$ cat src/rtl/e3_nib_pkg.sv
package e3_nib_pkg;
  localparam int E3_ROWS       = 9;
  localparam int E3_LONG_ROWS  = 6;
  localparam int E3_LONG_COLS  = 60;
  localparam int E3_SHORT_COLS = 59;
  localparam int E3_OH_ROWS    = 6;
  localparam int E3_LEAD_OH    = 2;
  localparam int E3_SER_SLOTS  = 8;

  typedef enum logic {
    MODE_SERIAL = 1'b0,
    MODE_NIBBLE = 1'b1
  } out_mode_e;
endpackage

$ cat src/rtl/e3_nib_pos.sv
module e3_nib_pos
  import e3_nib_pkg::*;
#(
  parameter int ROWS       = E3_ROWS,
  parameter int LONG_ROWS  = E3_LONG_ROWS,
  parameter int LONG_COLS  = E3_LONG_COLS,
  parameter int SHORT_COLS = E3_SHORT_COLS,
  parameter int SER_SLOTS  = E3_SER_SLOTS,
  localparam int RW = $clog2(ROWS),
  localparam int CW = $clog2(LONG_COLS),
  localparam int SW = $clog2(SER_SLOTS)
) (
  input  logic          clk,
  input  logic          rst,
  input  logic          nib_en,
  input  logic          sof_in,
  input  logic          nib_mode,
  output logic [RW-1:0] row,
  output logic [CW-1:0] col,
  output logic [SW-1:0] slot
);
  localparam logic [RW-1:0] LAST_ROW   = RW'(ROWS - 1);
  localparam logic [RW-1:0] SHORT_ROW0 = RW'(LONG_ROWS);
  localparam logic [CW-1:0] LONG_END   = CW'(LONG_COLS - 1);
  localparam logic [CW-1:0] SHORT_END  = CW'(SHORT_COLS - 1);
  localparam logic [SW-1:0] SER_END    = SW'(SER_SLOTS - 1);
  localparam logic [SW-1:0] NIB_END    = SW'(1);

  logic [RW-1:0] row_q, row_d;
  logic [CW-1:0] col_q, col_d;
  logic [SW-1:0] slot_q, slot_d;
  logic [SW-1:0] slot_end;
  logic [CW-1:0] col_end;
  logic          byte_done, row_done;

  // A frame mark from upstream overrides the stored position for this slot.
  assign row  = sof_in ? '0 : row_q;
  assign col  = sof_in ? '0 : col_q;
  assign slot = sof_in ? '0 : slot_q;

  always_comb begin
    slot_end  = (nib_mode == MODE_NIBBLE) ? NIB_END : SER_END;
    col_end   = (row < SHORT_ROW0) ? LONG_END : SHORT_END;
    byte_done = (slot >= slot_end);
    row_done  = (col >= col_end);
    row_d = row;
    col_d = col;
    slot_d = slot + SW'(1);
    if (byte_done) begin
      slot_d = '0;
      col_d  = col + CW'(1);
      if (row_done) begin
        col_d = '0;
        row_d = (row >= LAST_ROW) ? '0 : row + RW'(1);
      end
    end
  end

  always_ff @(posedge clk) begin
    if (rst) begin
      row_q  <= '0;
      col_q  <= '0;
      slot_q <= '0;
    end else if (nib_en) begin
      row_q  <= row_d;
      col_q  <= col_d;
      slot_q <= slot_d;
    end
  end

  assert_pos_range_R5: assert property (@(posedge clk) disable iff (rst)
    (row_q <= LAST_ROW) && (col_q <= LONG_END));
  assert_short_row_R5: assert property (@(posedge clk) disable iff (rst)
    (row_q >= SHORT_ROW0) |-> (col_q <= SHORT_END));
  assert_pos_hold_R8: assert property (@(posedge clk) disable iff (rst)
    !nib_en |=> $stable({row_q, col_q, slot_q}));
endmodule

$ cat src/rtl/e3_nib_ohmap.sv
module e3_nib_ohmap
  import e3_nib_pkg::*;
#(
  parameter int ROWS      = E3_ROWS,
  parameter int LONG_COLS = E3_LONG_COLS,
  parameter int OH_ROWS   = E3_OH_ROWS,
  parameter int LEAD_OH   = E3_LEAD_OH,
  localparam int RW = $clog2(ROWS),
  localparam int CW = $clog2(LONG_COLS)
) (
  input  logic [RW-1:0] row,
  input  logic [CW-1:0] col,
  output logic          is_oh,
  output logic          is_fas
);
  localparam logic [RW-1:0] OH_ROW_LIM = RW'(OH_ROWS);
  localparam logic [CW-1:0] LEAD_LIM   = CW'(LEAD_OH);

  always_comb begin
    is_fas = (row == '0) && (col == '0);
    if (row == '0)
      is_oh = (col < LEAD_LIM);
    else
      is_oh = (row < OH_ROW_LIM) && (col == '0);
  end
endmodule

$ cat src/rtl/e3_nib_fmt.sv
module e3_nib_fmt
  import e3_nib_pkg::*;
#(
  parameter int ROWS       = E3_ROWS,
  parameter int LONG_ROWS  = E3_LONG_ROWS,
  parameter int LONG_COLS  = E3_LONG_COLS,
  parameter int SHORT_COLS = E3_SHORT_COLS,
  parameter int OH_ROWS    = E3_OH_ROWS,
  parameter int LEAD_OH    = E3_LEAD_OH,
  parameter int SER_SLOTS  = E3_SER_SLOTS,
  localparam int RW = $clog2(ROWS),
  localparam int CW = $clog2(LONG_COLS),
  localparam int SW = $clog2(SER_SLOTS)
) (
  input  logic       clk,
  input  logic       rst,
  input  logic       nib_mode,
  input  logic       nib_en,
  input  logic       sof_in,
  input  logic [7:0] byte_in,
  output logic [3:0] nib_out,
  output logic       frame_out,
  output logic       oh_out
);
  logic [RW-1:0] row;
  logic [CW-1:0] col;
  logic [SW-1:0] slot;
  logic          is_oh, is_fas;
  logic [3:0]    nib_d;

  e3_nib_pos #(
    .ROWS(ROWS), .LONG_ROWS(LONG_ROWS), .LONG_COLS(LONG_COLS),
    .SHORT_COLS(SHORT_COLS), .SER_SLOTS(SER_SLOTS)
  ) u_pos (
    .clk(clk), .rst(rst), .nib_en(nib_en), .sof_in(sof_in),
    .nib_mode(nib_mode), .row(row), .col(col), .slot(slot)
  );

  e3_nib_ohmap #(
    .ROWS(ROWS), .LONG_COLS(LONG_COLS), .OH_ROWS(OH_ROWS), .LEAD_OH(LEAD_OH)
  ) u_map (
    .row(row), .col(col), .is_oh(is_oh), .is_fas(is_fas)
  );

  always_comb begin
    if (nib_mode == MODE_NIBBLE)
      nib_d = (slot == '0) ? byte_in[7:4] : byte_in[3:0];
    else
      nib_d = '0;
  end

  always_ff @(posedge clk) begin
    if (rst) begin
      nib_out   <= '0;
      frame_out <= 1'b0;
      oh_out    <= 1'b0;
    end else if (nib_en) begin
      nib_out   <= nib_d;
      frame_out <= is_fas && (slot == '0);
      oh_out    <= is_oh;
    end
  end

  assert_fas_is_oh_R4: assert property (@(posedge clk) disable iff (rst)
    frame_out |-> oh_out);
  assert_realign_R6: assert property (@(posedge clk) disable iff (rst)
    (nib_en && sof_in) |=> (frame_out && oh_out));
  assert_serial_zero_R7: assert property (@(posedge clk) disable iff (rst)
    (nib_en && !nib_mode) |=> (nib_out == 4'h0));
  assert_out_hold_R8: assert property (@(posedge clk) disable iff (rst)
    !nib_en |=> $stable({nib_out, frame_out, oh_out}));
endmodule

$ cat config.mk
export PLATFORM = sky130hd
export DESIGN_NAME = e3_nib_fmt
export DESIGN_NICKNAME = d
export VERILOG_FILES = /design/src/rtl/e3_nib_pkg.sv /design/src/rtl/e3_nib_pos.sv /design/src/rtl/e3_nib_ohmap.sv /design/src/rtl/e3_nib_fmt.sv
export SDC_FILE = /design/constraint.sdc
export NUM_CORES = 1
export LEC_CHECK = 0
export ABC_CLOCK_PERIOD_IN_PS = 4700
export CORE_ASPECT_RATIO = 0.8
export CORE_MARGIN = 3
export CORE_UTILIZATION = 33
export DETAILED_ROUTE_END_ITERATION = 10
export PLACE_DENSITY = 0.55
export RECOVER_POWER = 25
export SLEW_MARGIN = 10
export SYNTH_ARGS = -nofsm -noshare
export SYNTH_HDL_FRONTEND = slang
export SYNTH_HIERARCHICAL = 1
export SYNTH_SLANG_ARGS = --single-unit
$ cat constraint.sdc
create_clock -name clk -period 4.7 [get_ports clk]
set_clock_uncertainty 0.2 [all_clocks]
set_input_delay 0.94 -clock clk [delete_from_list [all_inputs] [get_ports clk]]
set_output_delay 0.94 -clock clk [all_outputs]
set_load 0.005 [all_outputs]
After elaboration in Yosys (flattened, before gate mapping)
Cells that the tools add are included.

Bits in registers: 19. Input bits: 13. Output and inout port bits: 6.

Add/subtract/negate cells: 3. $lt $le $gt $ge: 5. Mux-type cells: 14. Reductions and logical operators: 6.

Operator list (count): 4-bit two-way mux (6); 6-bit two-way mux (3); 3-bit two-way mux (3); 6-bit by 1-bit adder with 6-bit output (second input constant) (1); 6-bit greater-or-equal comparator (1); 6-bit zero test (1); 6-bit by 2-bit less-than comparator with 1-bit output (second input constant) (1); 4-bit by 1-bit adder with 4-bit output (second input constant) (1); 4-bit greater-or-equal comparator (second input constant) (1); 4-bit zero test (1); 4-bit by 3-bit less-than comparator with 1-bit output (second input constant) (1); 3-bit by 1-bit adder with 3-bit output (second input constant) (1); 3-bit greater-or-equal comparator (1); 1-bit logical AND (3); 3-bit zero test (1); 1-bit two-way mux (2).

Longest topological paths before layout
Depth in word-level cells: 6. Mapped depth: 10. Depth with buffers taken out: 8.

Modules after synthesis
The synthesis kept the hierarchy.

Modules (own cells, without submodules): e3_nib_pos (times used 1, cells each 111, area an instance 857.1 um2); e3_nib_fmt (times used 1, cells each 26, area an instance 252.7 um2); e3_nib_ohmap (times used 1, cells each 9, area an instance 42.5 um2).

Worst setup path before layout
OpenSTA, ideal clock, no wires.

Path kind: input to register. From: input port sof_in. To: register u_pos.row_q[1]. Setup time: 0.074 ns. Arrival time: 2.959 ns. Path slack: 1.467 ns. Stages on the path: 10. Path buffers: 3. Cells stage by stage: buf_6 > clkbuf_1 > nor2b_1 > ha_1 > nand4b_1 > a21o_1 > or3_1 > buf_2 > or3b_1 > a31oi_1.

Elaborated cells on any way between the ends: 12. Classes of those cells: 1 x add/sub; 4 x order compare; 7 x mux.

RTL lines: from (decl) (RTL line e3_nib_fmt.sv:19) `input logic sof_in,`; 3-bit two-way mux (RTL line e3_nib_pos.sv:39) `assign slot = sof_in ? '0 : slot_q;`; named net slot[1] (RTL line e3_nib_fmt.sv:27) `logic [SW-1:0] slot;`; 3-bit greater-or-equal comparator (RTL line e3_nib_pos.sv:44) `byte_done = (slot >= slot_end);`; 4-bit two-way mux (RTL line e3_nib_pos.sv:49) `if (byte_done) begin`; to (signal assigned) (RTL line e3_nib_pos.sv:65) `row_q <= row_d;`; to (decl) (RTL line e3_nib_pos.sv:29) `logic [RW-1:0] row_q, row_d;`.

The timed path passes the listed nets, and every way through them passes these cells. A chain may end at the register's enable or synchronous reset.

Worst setup path after layout
Ends and elaborated chain as after synthesis.

==> impl_metrics.yaml <==
status:
  status: "finished clean"
critical_path:
  cp.arrival_ps: 3530
  cp_max_fo: 20
  cp_slowest_cell: "clkdlybuf4s50_1"
  critPathBufInv: 2
  r2r_cells: 7
  ff2ff_setup_slack_ps: 2260
  cp-end-kind: "flip-flop"
  timing.rr.end: "u_pos/row_q[1]"
  slowest_delay_ps: 460
  crit_family: "simple AND/OR/NAND/NOR gates"
  crit_chain: "clkdlybuf4s50_1 -> buf_4 -> and2b_1 -> ha_1 -> nand4b_1 -> a21o_1 -> or3_1 -> or3b_1 -> a31oi_1"
  start_kind: "primary input"
  critPathKind: "primary input to flip-flop"
  worstReg2RegStart: "u_pos/slot_q[2]"
  required_ps: 4670
timing:
  rsz0062_at_grt: "no"
  fin_tns_setup_ps: 0
  setup_viol: 0
  slew_headroom: 0.530
  max_freq_mhz: 281
  fin_ws_ps: 1140
  hold_violations: 0
  final-max-slew-violation-count: 0
  fin_crit_sh: 0.757
  holdWs_ps: 245
  finalCriticalPeriod_ps: 3560
  worst_slew_pin_slew_ps: 702
die:
  fp.dieW_microns: 72.1
  initial_core_util: 0.358
  num_io_pins: 19
  die_height_microns: 58.9
  num_rows: 18
  coreArea_sq_um: 3220
  fp.dieArea_sq_um: 4240
hold_path:
  min_from: "nib_out[1]"
  hold_end: "nib_out[1]"
  whs_path_depth: 2
  min_path_type: "flip-flop to flip-flop"
global_routing:
  gr-total-overflow: 0
  grt_max_degree: 21
  grt_pass1_vias: 1015
  grt_use_total: 0.141
  antenna_found_initial: 0
  grt_pass1_wl_mm: 4.70
clock_network:
  cts.path.max_buffers: 2
  ctsResizeCount: 0
  clock_tree.root_cell: "clkbuf_8"
  htreeDepth: 1
  clkTransAtPathRegs_ps: 70
  postCtsHoldBufs: 0
  post_cts_buffers: 0
  cts_buffers: 3
  insertion_delay_ps: 250
  cts_tree: "done"
  cts_num_sinks: 19
final_layout:
  syn2layout_area_growth_pct: 21.8
  drive_gt1_frac: 0.0675
  final_net_count: 183
  final_area_sq_um: 1400
  ff_latch_area_sq_um: 380
  post-route-util: 0.436
  final.fill_count: 321
  antenna_cells: 0
  multi_input_area_sq_um: 724
  fin_cells: 203
job:
  cap_violations: 0
drt:
  vias_per_cell: 5.39
  dr.pass1.iters: 4
  routedWlPerCell_microns: 14.1
  finalWirelength_mm: 2.85
  drtIter0Drc: 47
  postRouteAntennaNets: 0
  vias: 1094
  drc: 0
power_and_ir_drop:
  pwr_density_cell_nw_per_um2: 232
  power_uw: 326
  power.leakage_nw: 0.562
  vdd_drop_max_uv: 183
synthesis:
  yosysSeqAreaShare: 0.330
  synth_most_common_cell: "dfxtp_1"
  ys_warn_count: 6
  netlist_top_cells_count: "dfxtp_1 (19), nand2_1 (16), a21oi_1 (14), nor2_1 (12), nand3_1 (10)"
  synthTopCellsByArea: "dfxtp_1 (33%), ha_1 (6.5%), a21oi_1 (6.1%)"
  synth_area_sq_um: 1150
  synth_cells: 146
  syn_nets: 165
  syn-mean-instance-area_sq_um: 7.89
  synth_top_area_cell: "dfxtp_1"
  ys_seq_elements: 19
  synthDistinctLibCells: 38
  synth_edf_count: 0
  yosys_most_used_dff: "dfxtp_1"
  synth.top_cell.area_share: 0.330
  synthArstFlopShare: 0
placement:
  place_congestion: 0.855
  pre_cts_ws_ps: 870
  dpl_cell_area_sq_um: 1360
  io_buffer_count: 18
  dp_hpwl_mm: 2.18
  dp_cells: 199
==> cell usage in the layout, fill, tap and decap left out, types with 2 or more instances in the layout <==
master / count
inv_1: 3
ha_1: 6
nand3_1: 10
clkdlybuf4s50_1: 12
dfxtp_1: 19
or4_1: 2
clkbuf_8: 3
nand2b_1: 3
nor3_1: 2
and2b_1: 4
o21ai_0: 6
nand2_1: 16
o21ai_1: 5
nor2_1: 12
a21oi_1: 14
a31oi_1: 2
o22ai_1: 2
dlygate4sd3_1: 6
mux2i_1: 6
or3_1: 5
nor2b_1: 6
==> cell families (layout without fill, tap and decap cells) <==
group                      Yosys count  count (layout)  share of synthesized area
adders and majority gates            6               6                     0.0651
AOI/OAI and AO/OA                   35              35                      0.173
buffers and inverters               10              27                     0.0413
and+or+nand+nor                     70              70                      0.339
DFF                                 19              19                      0.330
muxes                                6               6                     0.0521
==> flip-flops by register name, summed over array words and instances, names as in the netlist <==
signal / flops
frame_out: 1
nib_out: 4
oh_out: 1
u_pos/col_q: 6
u_pos/row_q: 4
u_pos/slot_q: 3
==> final cells by class <==
| type | instances | share of cell area |
|---|---|---|
| tap | 40 | 0.0357 |
| inverter | 4 | 0.0107 |
| clock inverter | 1 | 0.00357 |
| sequential | 19 | 0.271 |
| multi-input combinational | 117 | 0.516 |
| clock buffer | 3 | 0.0294 |
| timing repair buffer | 19 | 0.134 |
==> power breakdown <==
| group | internal, mW | leakage [nW] | switching (mW) |
|---|---|---|---|
| combinational | 0.0223 | 0.382 | 0.0217 |
| sequential | 0.165 | 0.155 | 0.00230 |
| clock | 0.0589 | 0.0255 | 0.0551 |
==> worst min-delay path: cells and delay by family, from the launching register on <==
kind	cells	cell delay, ps
compound gates	1	50
flops	1	310
simple gates	1	40
==> worst max-delay path by stage <==
stage          slack (ps)  cells past startpoint    from             end
2_1_floorplan        1470                     10  sof_in  u_pos/row_q[1]
4_1_cts              1140                      9  sof_in  u_pos/row_q[1]
5_1_grt               960                      9  sof_in  u_pos/row_q[3]
6_report             1140                      9  sof_in  u_pos/row_q[1]
3_3_place_gp          950                      9  sof_in  u_pos/row_q[1]
3_5_place_dp          870                      9  sof_in  u_pos/row_q[1]
==> per-layer routing <==
metal,vias up,global-route usage,share of wire
li1,554,-,-
met1,515,0.200,0.50
met2,20,0.210,0.44
met3,5,0.0495,0.057
met4,0,0.0241,0.0088
met5,-,0,0
Power figures use the tool's default switching activity.
